[config.mk]
export PLATFORM = sky130hd
export DESIGN_NAME = bcd_rtc_core
export DESIGN_NICKNAME = d
export VERILOG_FILES = /design/src/rtl/rtc_pkg.sv /design/src/rtl/rtc_prescaler.sv /design/src/rtl/rtc_calendar.sv /design/src/rtl/rtc_alarm.sv /design/src/rtl/bcd_rtc_core.sv
export SDC_FILE = /design/constraint.sdc
export NUM_CORES = 1
export LEC_CHECK = 0
export BUFFER_PORTS_ARGS = -buffer_cell sky130_fd_sc_hd__buf_2
export CAP_MARGIN = 15
export CORE_ASPECT_RATIO = 1.1
export CORE_UTILIZATION = 65
export DETAILED_ROUTE_END_ITERATION = 10
export PLACE_DENSITY = 0.94
export SETUP_SLACK_MARGIN = 0.5
export SLEW_MARGIN = 10
export SYNTH_ARGS = -nofsm -noshare
export SYNTH_HDL_FRONTEND = slang
export SYNTH_HIERARCHICAL = 1
export SYNTH_SLANG_ARGS = --single-unit
[constraint.sdc]
create_clock -name clk -period 7.93 [get_ports clk]
set_clock_uncertainty 0.2 [all_clocks]
set_input_delay 1.586 -clock clk [delete_from_list [all_inputs] [get_ports clk]]
set_output_delay 1.586 -clock clk [all_outputs]
set_load 0.01 [all_outputs]
[src/rtl/rtc_pkg.sv]
// Shared types, register addresses and BCD helpers for the calendar clock.
// Assumes every BCD byte holds valid digits; no correction is attempted.
package rtc_pkg;

    localparam int NFIELD = 6;
    localparam int IDX_SEC  = 0;
    localparam int IDX_MIN  = 1;
    localparam int IDX_HOUR = 2;
    localparam int IDX_DAY  = 3;
    localparam int IDX_MON  = 4;
    localparam int IDX_YEAR = 5;

    // Six BCD bytes, index 0 = seconds ... index 5 = year
    typedef logic [NFIELD-1:0][7:0] cal_t;

    localparam logic [7:0] TIME_BASE  = 8'h00;
    localparam logic [7:0] ALARM_BASE = 8'h20;
    localparam logic [7:0] ADDR_CTRL  = 8'h40;
    localparam logic [7:0] ADDR_STAT  = 8'h44;
    localparam logic [7:0] ADDR_IEN   = 8'h48;

    // Increment a two-digit BCD value (caller handles the wrap)
    function automatic logic [7:0] bcd_inc(input logic [7:0] v);
        if (v[3:0] == 4'd9) return {v[7:4] + 4'd1, 4'd0};
        return {v[7:4], v[3:0] + 4'd1};
    endfunction

    // Convert two BCD digits to binary
    function automatic logic [6:0] bcd_to_bin(input logic [7:0] v);
        return ({3'b000, v[7:4]} * 7'd10) + {3'b000, v[3:0]};
    endfunction

    // Last valid day of a month, in BCD
    function automatic logic [7:0] month_len(input logic [7:0] mon, input logic [7:0] yr);
        logic [6:0] ybin;
        ybin = bcd_to_bin(yr);
        case (mon)
            8'h02:                      return (ybin[1:0] == 2'b00) ? 8'h29 : 8'h28;
            8'h04, 8'h06, 8'h09, 8'h11: return 8'h30;
            default:                    return 8'h31;
        endcase
    endfunction

endpackage

[src/rtl/rtc_prescaler.sv]
// Divides the tick enable into one update pulse per TICKS_PER_SEC ticks.
// Assumes TICKS_PER_SEC >= 2. busy marks the final tick period before a pulse.
module rtc_prescaler #(
    parameter int TICKS_PER_SEC = 32768
) (
    input  logic clk,
    input  logic rst_n,
    input  logic run,
    input  logic tick_en,
    input  logic restart,
    output logic sec_pulse,
    output logic busy
);
    localparam int CW = (TICKS_PER_SEC > 2) ? $clog2(TICKS_PER_SEC) : 1;
    localparam logic [CW-1:0] LAST = CW'(TICKS_PER_SEC - 1);

    logic [CW-1:0] cnt_q;
    logic          at_last;

    assign at_last   = (cnt_q == LAST);
    assign sec_pulse = run && tick_en && at_last;
    assign busy      = run && at_last;

    // Sub-second counter: cleared on restart, counts ticks while running
    always_ff @(posedge clk) begin
        if (!rst_n)                cnt_q <= '0;
        else if (restart)          cnt_q <= '0;
        else if (run && tick_en)   cnt_q <= at_last ? '0 : cnt_q + 1'b1;
    end

endmodule

[src/rtl/rtc_calendar.sv]
// Holds the six BCD time fields and computes their next value.
// On step the fields roll with carries; a field write overrides its rolled value.
module rtc_calendar
    import rtc_pkg::*;
(
    input  logic              clk,
    input  logic              rst_n,
    input  logic              step,
    input  logic [NFIELD-1:0] wr_sel,
    input  logic [7:0]        wr_data,
    output cal_t              cur,
    output cal_t              nxt,
    output logic              carry_min,
    output logic              carry_hour,
    output logic              carry_day
);
    localparam cal_t RESET_CAL = {8'h00, 8'h01, 8'h01, 8'h00, 8'h00, 8'h00};

    cal_t rolled;
    logic carry_mon;
    logic carry_year;

    // Rollover chain from seconds up to year
    always_comb begin
        rolled     = cur;
        carry_min  = 1'b0;
        carry_hour = 1'b0;
        carry_day  = 1'b0;
        carry_mon  = 1'b0;
        carry_year = 1'b0;
        if (step) begin
            if (cur[IDX_SEC] == 8'h59) begin
                rolled[IDX_SEC] = 8'h00;
                carry_min       = 1'b1;
            end else begin
                rolled[IDX_SEC] = bcd_inc(cur[IDX_SEC]);
            end
            if (carry_min) begin
                if (cur[IDX_MIN] == 8'h59) begin
                    rolled[IDX_MIN] = 8'h00;
                    carry_hour      = 1'b1;
                end else begin
                    rolled[IDX_MIN] = bcd_inc(cur[IDX_MIN]);
                end
            end
            if (carry_hour) begin
                if (cur[IDX_HOUR] == 8'h23) begin
                    rolled[IDX_HOUR] = 8'h00;
                    carry_day        = 1'b1;
                end else begin
                    rolled[IDX_HOUR] = bcd_inc(cur[IDX_HOUR]);
                end
            end
            if (carry_day) begin
                if (cur[IDX_DAY] == month_len(cur[IDX_MON], cur[IDX_YEAR])) begin
                    rolled[IDX_DAY] = 8'h01;
                    carry_mon       = 1'b1;
                end else begin
                    rolled[IDX_DAY] = bcd_inc(cur[IDX_DAY]);
                end
            end
            if (carry_mon) begin
                if (cur[IDX_MON] == 8'h12) begin
                    rolled[IDX_MON] = 8'h01;
                    carry_year      = 1'b1;
                end else begin
                    rolled[IDX_MON] = bcd_inc(cur[IDX_MON]);
                end
            end
            if (carry_year) begin
                rolled[IDX_YEAR] = (cur[IDX_YEAR] == 8'h99) ? 8'h00 : bcd_inc(cur[IDX_YEAR]);
            end
        end
    end

    // Per-field write override
    for (genvar i = 0; i < NFIELD; i++) begin : g_nxt
        assign nxt[i] = wr_sel[i] ? wr_data : rolled[i];
    end

    // Time register bank
    always_ff @(posedge clk) begin
        if (!rst_n) cur <= RESET_CAL;
        else        cur <= nxt;
    end

endmodule

[src/rtl/rtc_alarm.sv]
// Stores the alarm fields and flags an exact match of all six against a candidate time.
// There are no per-field masks; every field must be equal.
module rtc_alarm
    import rtc_pkg::*;
(
    input  logic              clk,
    input  logic              rst_n,
    input  logic [NFIELD-1:0] wr_sel,
    input  logic [7:0]        wr_data,
    input  cal_t              cand,
    output cal_t              alarm,
    output logic              hit
);
    logic [NFIELD-1:0] eq;

    // Field-wise compare
    for (genvar i = 0; i < NFIELD; i++) begin : g_cmp
        assign eq[i] = (cand[i] == alarm[i]);
    end
    assign hit = &eq;

    // Alarm register bank, one byte per field
    for (genvar i = 0; i < NFIELD; i++) begin : g_reg
        always_ff @(posedge clk) begin
            if (!rst_n)         alarm[i] <= 8'h00;
            else if (wr_sel[i]) alarm[i] <= wr_data;
        end
    end

endmodule

[src/rtl/bcd_rtc_core.sv]
// Calendar clock top: register decode, control, sticky status and interrupts.
// Assumes a byte bus with combinational reads; status bits are write-one-to-clear,
// and a new event in the same cycle as a clear wins.
module bcd_rtc_core
    import rtc_pkg::*;
#(
    parameter int TICKS_PER_SEC = 32768
) (
    input  logic       clk,
    input  logic       rst_n,
    input  logic       tick_en,
    input  logic [7:0] bus_addr,
    input  logic       bus_we,
    input  logic [7:0] bus_wdata,
    output logic [7:0] bus_rdata,
    output logic       irq_timer,
    output logic       irq_alarm
);
    localparam int NEVT = 4;

    logic [NFIELD-1:0] wr_time;
    logic [NFIELD-1:0] wr_alm;
    logic              wr_ctrl, wr_stat, wr_ien;
    logic              run_q;
    logic              ie_tmr_q, ie_alm_q;
    logic [NEVT-1:0]   evt_q;
    logic [NEVT-1:0]   evt_set;
    logic              alm_st_q;
    logic              sec_pulse, busy;
    logic              carry_min, carry_hour, carry_day;
    logic              hit;
    cal_t              cur, nxt, alarm;

    // Address decode for field writes
    for (genvar i = 0; i < NFIELD; i++) begin : g_dec
        assign wr_time[i] = bus_we && (bus_addr == TIME_BASE  + 8'(i * 4));
        assign wr_alm[i]  = bus_we && (bus_addr == ALARM_BASE + 8'(i * 4));
    end
    assign wr_ctrl = bus_we && (bus_addr == ADDR_CTRL);
    assign wr_stat = bus_we && (bus_addr == ADDR_STAT);
    assign wr_ien  = bus_we && (bus_addr == ADDR_IEN);

    rtc_prescaler #(.TICKS_PER_SEC(TICKS_PER_SEC)) u_pre (
        .clk       (clk),
        .rst_n     (rst_n),
        .run       (run_q),
        .tick_en   (tick_en),
        .restart   (wr_time[IDX_SEC]),
        .sec_pulse (sec_pulse),
        .busy      (busy)
    );

    rtc_calendar u_cal (
        .clk        (clk),
        .rst_n      (rst_n),
        .step       (sec_pulse),
        .wr_sel     (wr_time),
        .wr_data    (bus_wdata),
        .cur        (cur),
        .nxt        (nxt),
        .carry_min  (carry_min),
        .carry_hour (carry_hour),
        .carry_day  (carry_day)
    );

    rtc_alarm u_alm (
        .clk     (clk),
        .rst_n   (rst_n),
        .wr_sel  (wr_alm),
        .wr_data (bus_wdata),
        .cand    (nxt),
        .alarm   (alarm),
        .hit     (hit)
    );

    // Control and interrupt-enable registers
    always_ff @(posedge clk) begin
        if (!rst_n) begin
            run_q    <= 1'b0;
            ie_tmr_q <= 1'b0;
            ie_alm_q <= 1'b0;
        end else begin
            if (wr_ctrl) run_q <= bus_wdata[0];
            if (wr_ien) begin
                ie_tmr_q <= bus_wdata[2];
                ie_alm_q <= bus_wdata[3];
            end
        end
    end

    assign evt_set = {carry_day, carry_hour, carry_min, sec_pulse};

    // Sticky event flags, status bits 2..5; set has priority over clear
    for (genvar k = 0; k < NEVT; k++) begin : g_evt
        always_ff @(posedge clk) begin
            if (!rst_n) evt_q[k] <= 1'b0;
            else        evt_q[k] <= evt_set[k] | (evt_q[k] & ~(wr_stat & bus_wdata[k + 2]));
        end
    end

    // Sticky alarm flag, status bit 6
    always_ff @(posedge clk) begin
        if (!rst_n) alm_st_q <= 1'b0;
        else        alm_st_q <= (sec_pulse & hit) | (alm_st_q & ~(wr_stat & bus_wdata[6]));
    end

    assign irq_timer = ie_tmr_q & evt_q[0];
    assign irq_alarm = ie_alm_q & alm_st_q;

    // Read multiplexer
    always_comb begin
        bus_rdata = 8'h00;
        for (int i = 0; i < NFIELD; i++) begin
            if (bus_addr == TIME_BASE  + 8'(i * 4)) bus_rdata = cur[i];
            if (bus_addr == ALARM_BASE + 8'(i * 4)) bus_rdata = alarm[i];
        end
        if (bus_addr == ADDR_CTRL) bus_rdata = {7'b0, run_q};
        if (bus_addr == ADDR_STAT) bus_rdata = {1'b0, alm_st_q, evt_q, run_q, busy};
        if (bus_addr == ADDR_IEN)  bus_rdata = {4'b0, ie_alm_q, ie_tmr_q, 2'b0};
    end

endmodule

==> out/qor.yml <==
outcome:
  outcome: "complete, no violations"
synthesis:
  synth.area.top_cells: "dfxtp_1 28%, mux2i_1 8.2%, xor2_1 6.2%"
  synth_nets: 1054
  synth_seq_cells: 119
  synthDistinctLibCells: 87
  synth_top_cell_by_area: "dfxtp_1"
  netlist.area_leader.share_pct: 28.2
  avgSynthCellArea_um2: 8.36
  synthArstFlopShare_pct: 0
  ys_seq_area_share_pct: 28.2
  ys.flop_type: "dfxtp_1"
  syn_area_um2: 8450
  synthCells: 1011
  synth_enable_flop_cells: 0
  yosysWarnings: 6
cells_and_area:
  layout.nets: 1062
  num-fill-cells: 936
  diodes: 0
  areaGrowthSynthToFinish_pct: 9.04
  postLayoutCoreUtil_pct: 72.9
  drive_gt1_share_pct: 11.7
detailed_routing:
  drt_pass1_iterations: 6
  drtIter0Drc: 1167
  num_vias: 8249
  ant_nets: 0
  viasPerCell: 6.94
  drc: 0
  drt_wl_total_um: 28400
  wl_per_cell_um: 23.9
cts:
  clk_pin_slew_ns: 0.06
  cts-htree-levels: 4
  insertion_delay_ns: 0.43
  cts_resized: 0
  cts_sinks: 119
  cts_root_buffer: "clkbuf_16"
  cts_setup_buffers: 0
  cts_tree: "built"
  clock_path_buffers: 2
  hold_buffers: 0
  cts_made_buffers: 17
worst_setup_path:
  reg2reg_to: "alm_st_q$_SDFF_PN0_"
  crit_fanout: 14
  arrival_ns: 6.12
  worstPathRequired_ns: 8.10
  r2r-start: "u_pre/cnt_q[0]$_SDFFE_PP0P_"
  path_class: "input port to flop"
  endpoint_kind: "flop"
  cp-start-kind: "input port"
  r2r_slack_ns: 2.60
  r2r_cells: 19
placed_design:
  numPortBuffers: 29
  hpwl_um: 20300
  gp_congestion: 1.03
global_routing:
  antenna_found_initial: 0
  grt_overflow: 0
  grt_max_degree: 94
  grt_usage_pct: 42.2
  grt_pass1_vias: 7618
  grt_pass1_wl_um: 43000
hold_path:
  whs_path_depth: 2
  hold_end: "u_pre/cnt_q[14]$_SDFFE_PP0P_"
  worstHoldPathType: "flop to flop"
  hp-start: "u_pre/cnt_q[14]$_SDFFE_PP0P_"
floorplanning:
  rows: 43
  fp.coreArea_um2: 12600
  start_util_pct: 66.9
  num_io_pins: 30
  die_h_um: 122
  die_w_um: 111
  dieArea_um2: 13500
timing:
  finalCritPeriodShare_pct: 75.1
  slew_headroom_pct: 19.3
  hold_violations: 0
  tightest_slew_ns: 1.21
  setup_viol: 0
  final_max_slew_viol_count: 0
  fin_setup_tns_ns: 0
  fin_crit_ns: 5.96
  rsz0062_at_grt: "no"
  max_freq_mhz: 168
power_and_ir_drop:
  p_per_area_nw_per_um2: 160
  ir_drop_mv: 0.160
  p_leak_uw: 0.00353
job:
  drv_cap: 0
[routing by layer]
| metal | vias to the layer above | wire [µm] | track usage [%] |
|---|---|---|---|
| met3 | 158 | 3040 | 9.80 |
| met2 | 578 | 12700 | 65.7 |
| met4 | 0 | 1940 | 29.9 |
| li1 | 3681 | - | - |
| met5 | - | 0 | 0 |
| met1 | 3832 | 10700 | 51.8 |
[worst max-delay path by stage]
stage	cells after the start	slack [ns]	end	startpoint
6_report	19	1.97	alm_st_q$_SDFF_PN0_	tick_en
5_1_grt	19	1.80	alm_st_q$_SDFF_PN0_	tick_en
4_1_cts	7	2.12	bus_rdata[3]	bus_addr[2]
3_5_place_dp	19	1.68	alm_st_q$_SDFF_PN0_	tick_en
3_3_place_gp	19	1.77	alm_st_q$_SDFF_PN0_	tick_en
2_1_floorplan	17	2.52	alm_st_q$_SDFF_PN0_	tick_en
[where the power goes]
| part | switching, µW | internal (µW) |
|---|---|---|
| Combinational | 64.7 | 26.6 |
| Clock | 287 | 489 |
| Sequential | 3.26 | 600 |
| Total | 355 | 1120 |
[through the flow]
step | instance area [µm²] | hold slack, ns | power [µW] | std cells | worst slack (ns)
final | 9220 | 0.308 | 1470 | 1189 | 1.97
after global routing | 9220 | 0.339 | 1510 | 1189 | 1.80
after CTS | 9220 | 0.308 | 1470 | 1189 | 2.12
after detailed placement | 8630 | 0.294 | 702 | 1157 | 1.68
after global placement | 8630 | 0.282 | 701 | 1157 | 1.77
after floorplan | 8450 | 0.258 | 668 | 1011 | 2.52
[cell usage after synthesis (5+ instances only)]
library cell,instances
nor2_1,72
and2_1,30
nand2_1,79
inv_1,31
clkbuf_1,23
a21oi_1,35
a221oi_1,7
xnor2_1,18
ha_1,23
o31ai_1,8
nor3_1,18
buf_1,5
buf_2,18
nand3_1,31
o21ai_0,44
or3_1,6
mux2_2,14
a21o_1,6
o31a_1,5
nand2b_1,10
o22ai_1,8
a32oi_1,7
a211oi_1,8
xor2_1,60
dfxtp_1,119
nor3b_1,5
nand4_1,16
mux2i_1,69
nor4_1,23
a22oi_1,5
and3_1,8
o21ai_1,9
a31oi_1,10
o211ai_1,5
a22o_1,13
nor2b_1,61
[sequential cells by signal, summed over array words and instances, names as in the netlist]
signal       count
u_pre/cnt_q     15
alm_st_q         1
ie_tmr_q         1
run_q            1
evt_q            4
ie_alm_q         1
u_alm/alarm     48
u_cal/cur       48
[worst max-delay path, cell delays in order]
cell       delay, ns
buf_2           0.11
nand3_1         0.22
or3_4           0.42
nor2_1          0.11
buf_4           0.18
and4b_1         0.39
nand4_1         0.13
buf_4           0.22
inv_1           0.18
nand2_1         0.37
a2111oi_4       0.56
nor2b_1         0.12
o31a_1          0.31
xor2_1          0.14
nor4_1          0.36
nand4_1         0.21
nor3_2          0.26
a22oi_1         0.11
nor2b_1         0.10
[layout by cell type (no fill, tap or decap), drive strengths merged, types with 9 or more instances in the layout]
master,count
nand3,31
nand2,79
nor2,74
mux2i,69
xor2,60
ha,23
dfxtp,119
and2,31
buf,43
clkbuf,18
a31oi,10
o21ai,53
clkinv,9
a22o,13
xnor2,18
nor3,23
nor4,24
nand4,18
nand2b,10
o31ai,9
inv,32
mux2,15
nor2b,61
a21oi,36
a211oi,9
[kinds of logic after synthesis]
| kind of cell | after synthesis | share of synthesized area, % |
|---|---|---|
| compound gates | 210 | 17.9 |
| xor+xnor | 78 | 8.08 |
| fa+ha+maj | 23 | 3.40 |
| buf+inv | 88 | 4.71 |
| flops | 119 | 28.2 |
| mux | 84 | 10.2 |
| simple gates | 409 | 27.6 |
[area by class of cell]
cell class | count | area [µm²] | area share, %
clock buffers | 18 | 429 | 4.66
clock inverters | 14 | 159 | 1.72
inverters | 34 | 128 | 1.38
multi-input cells | 804 | 5670 | 61.5
flip-flops and latches | 119 | 2380 | 25.8
well taps | 157 | 196 | 2.13
repair buffers | 43 | 250 | 2.71
(Power assumes the default switching activity.)
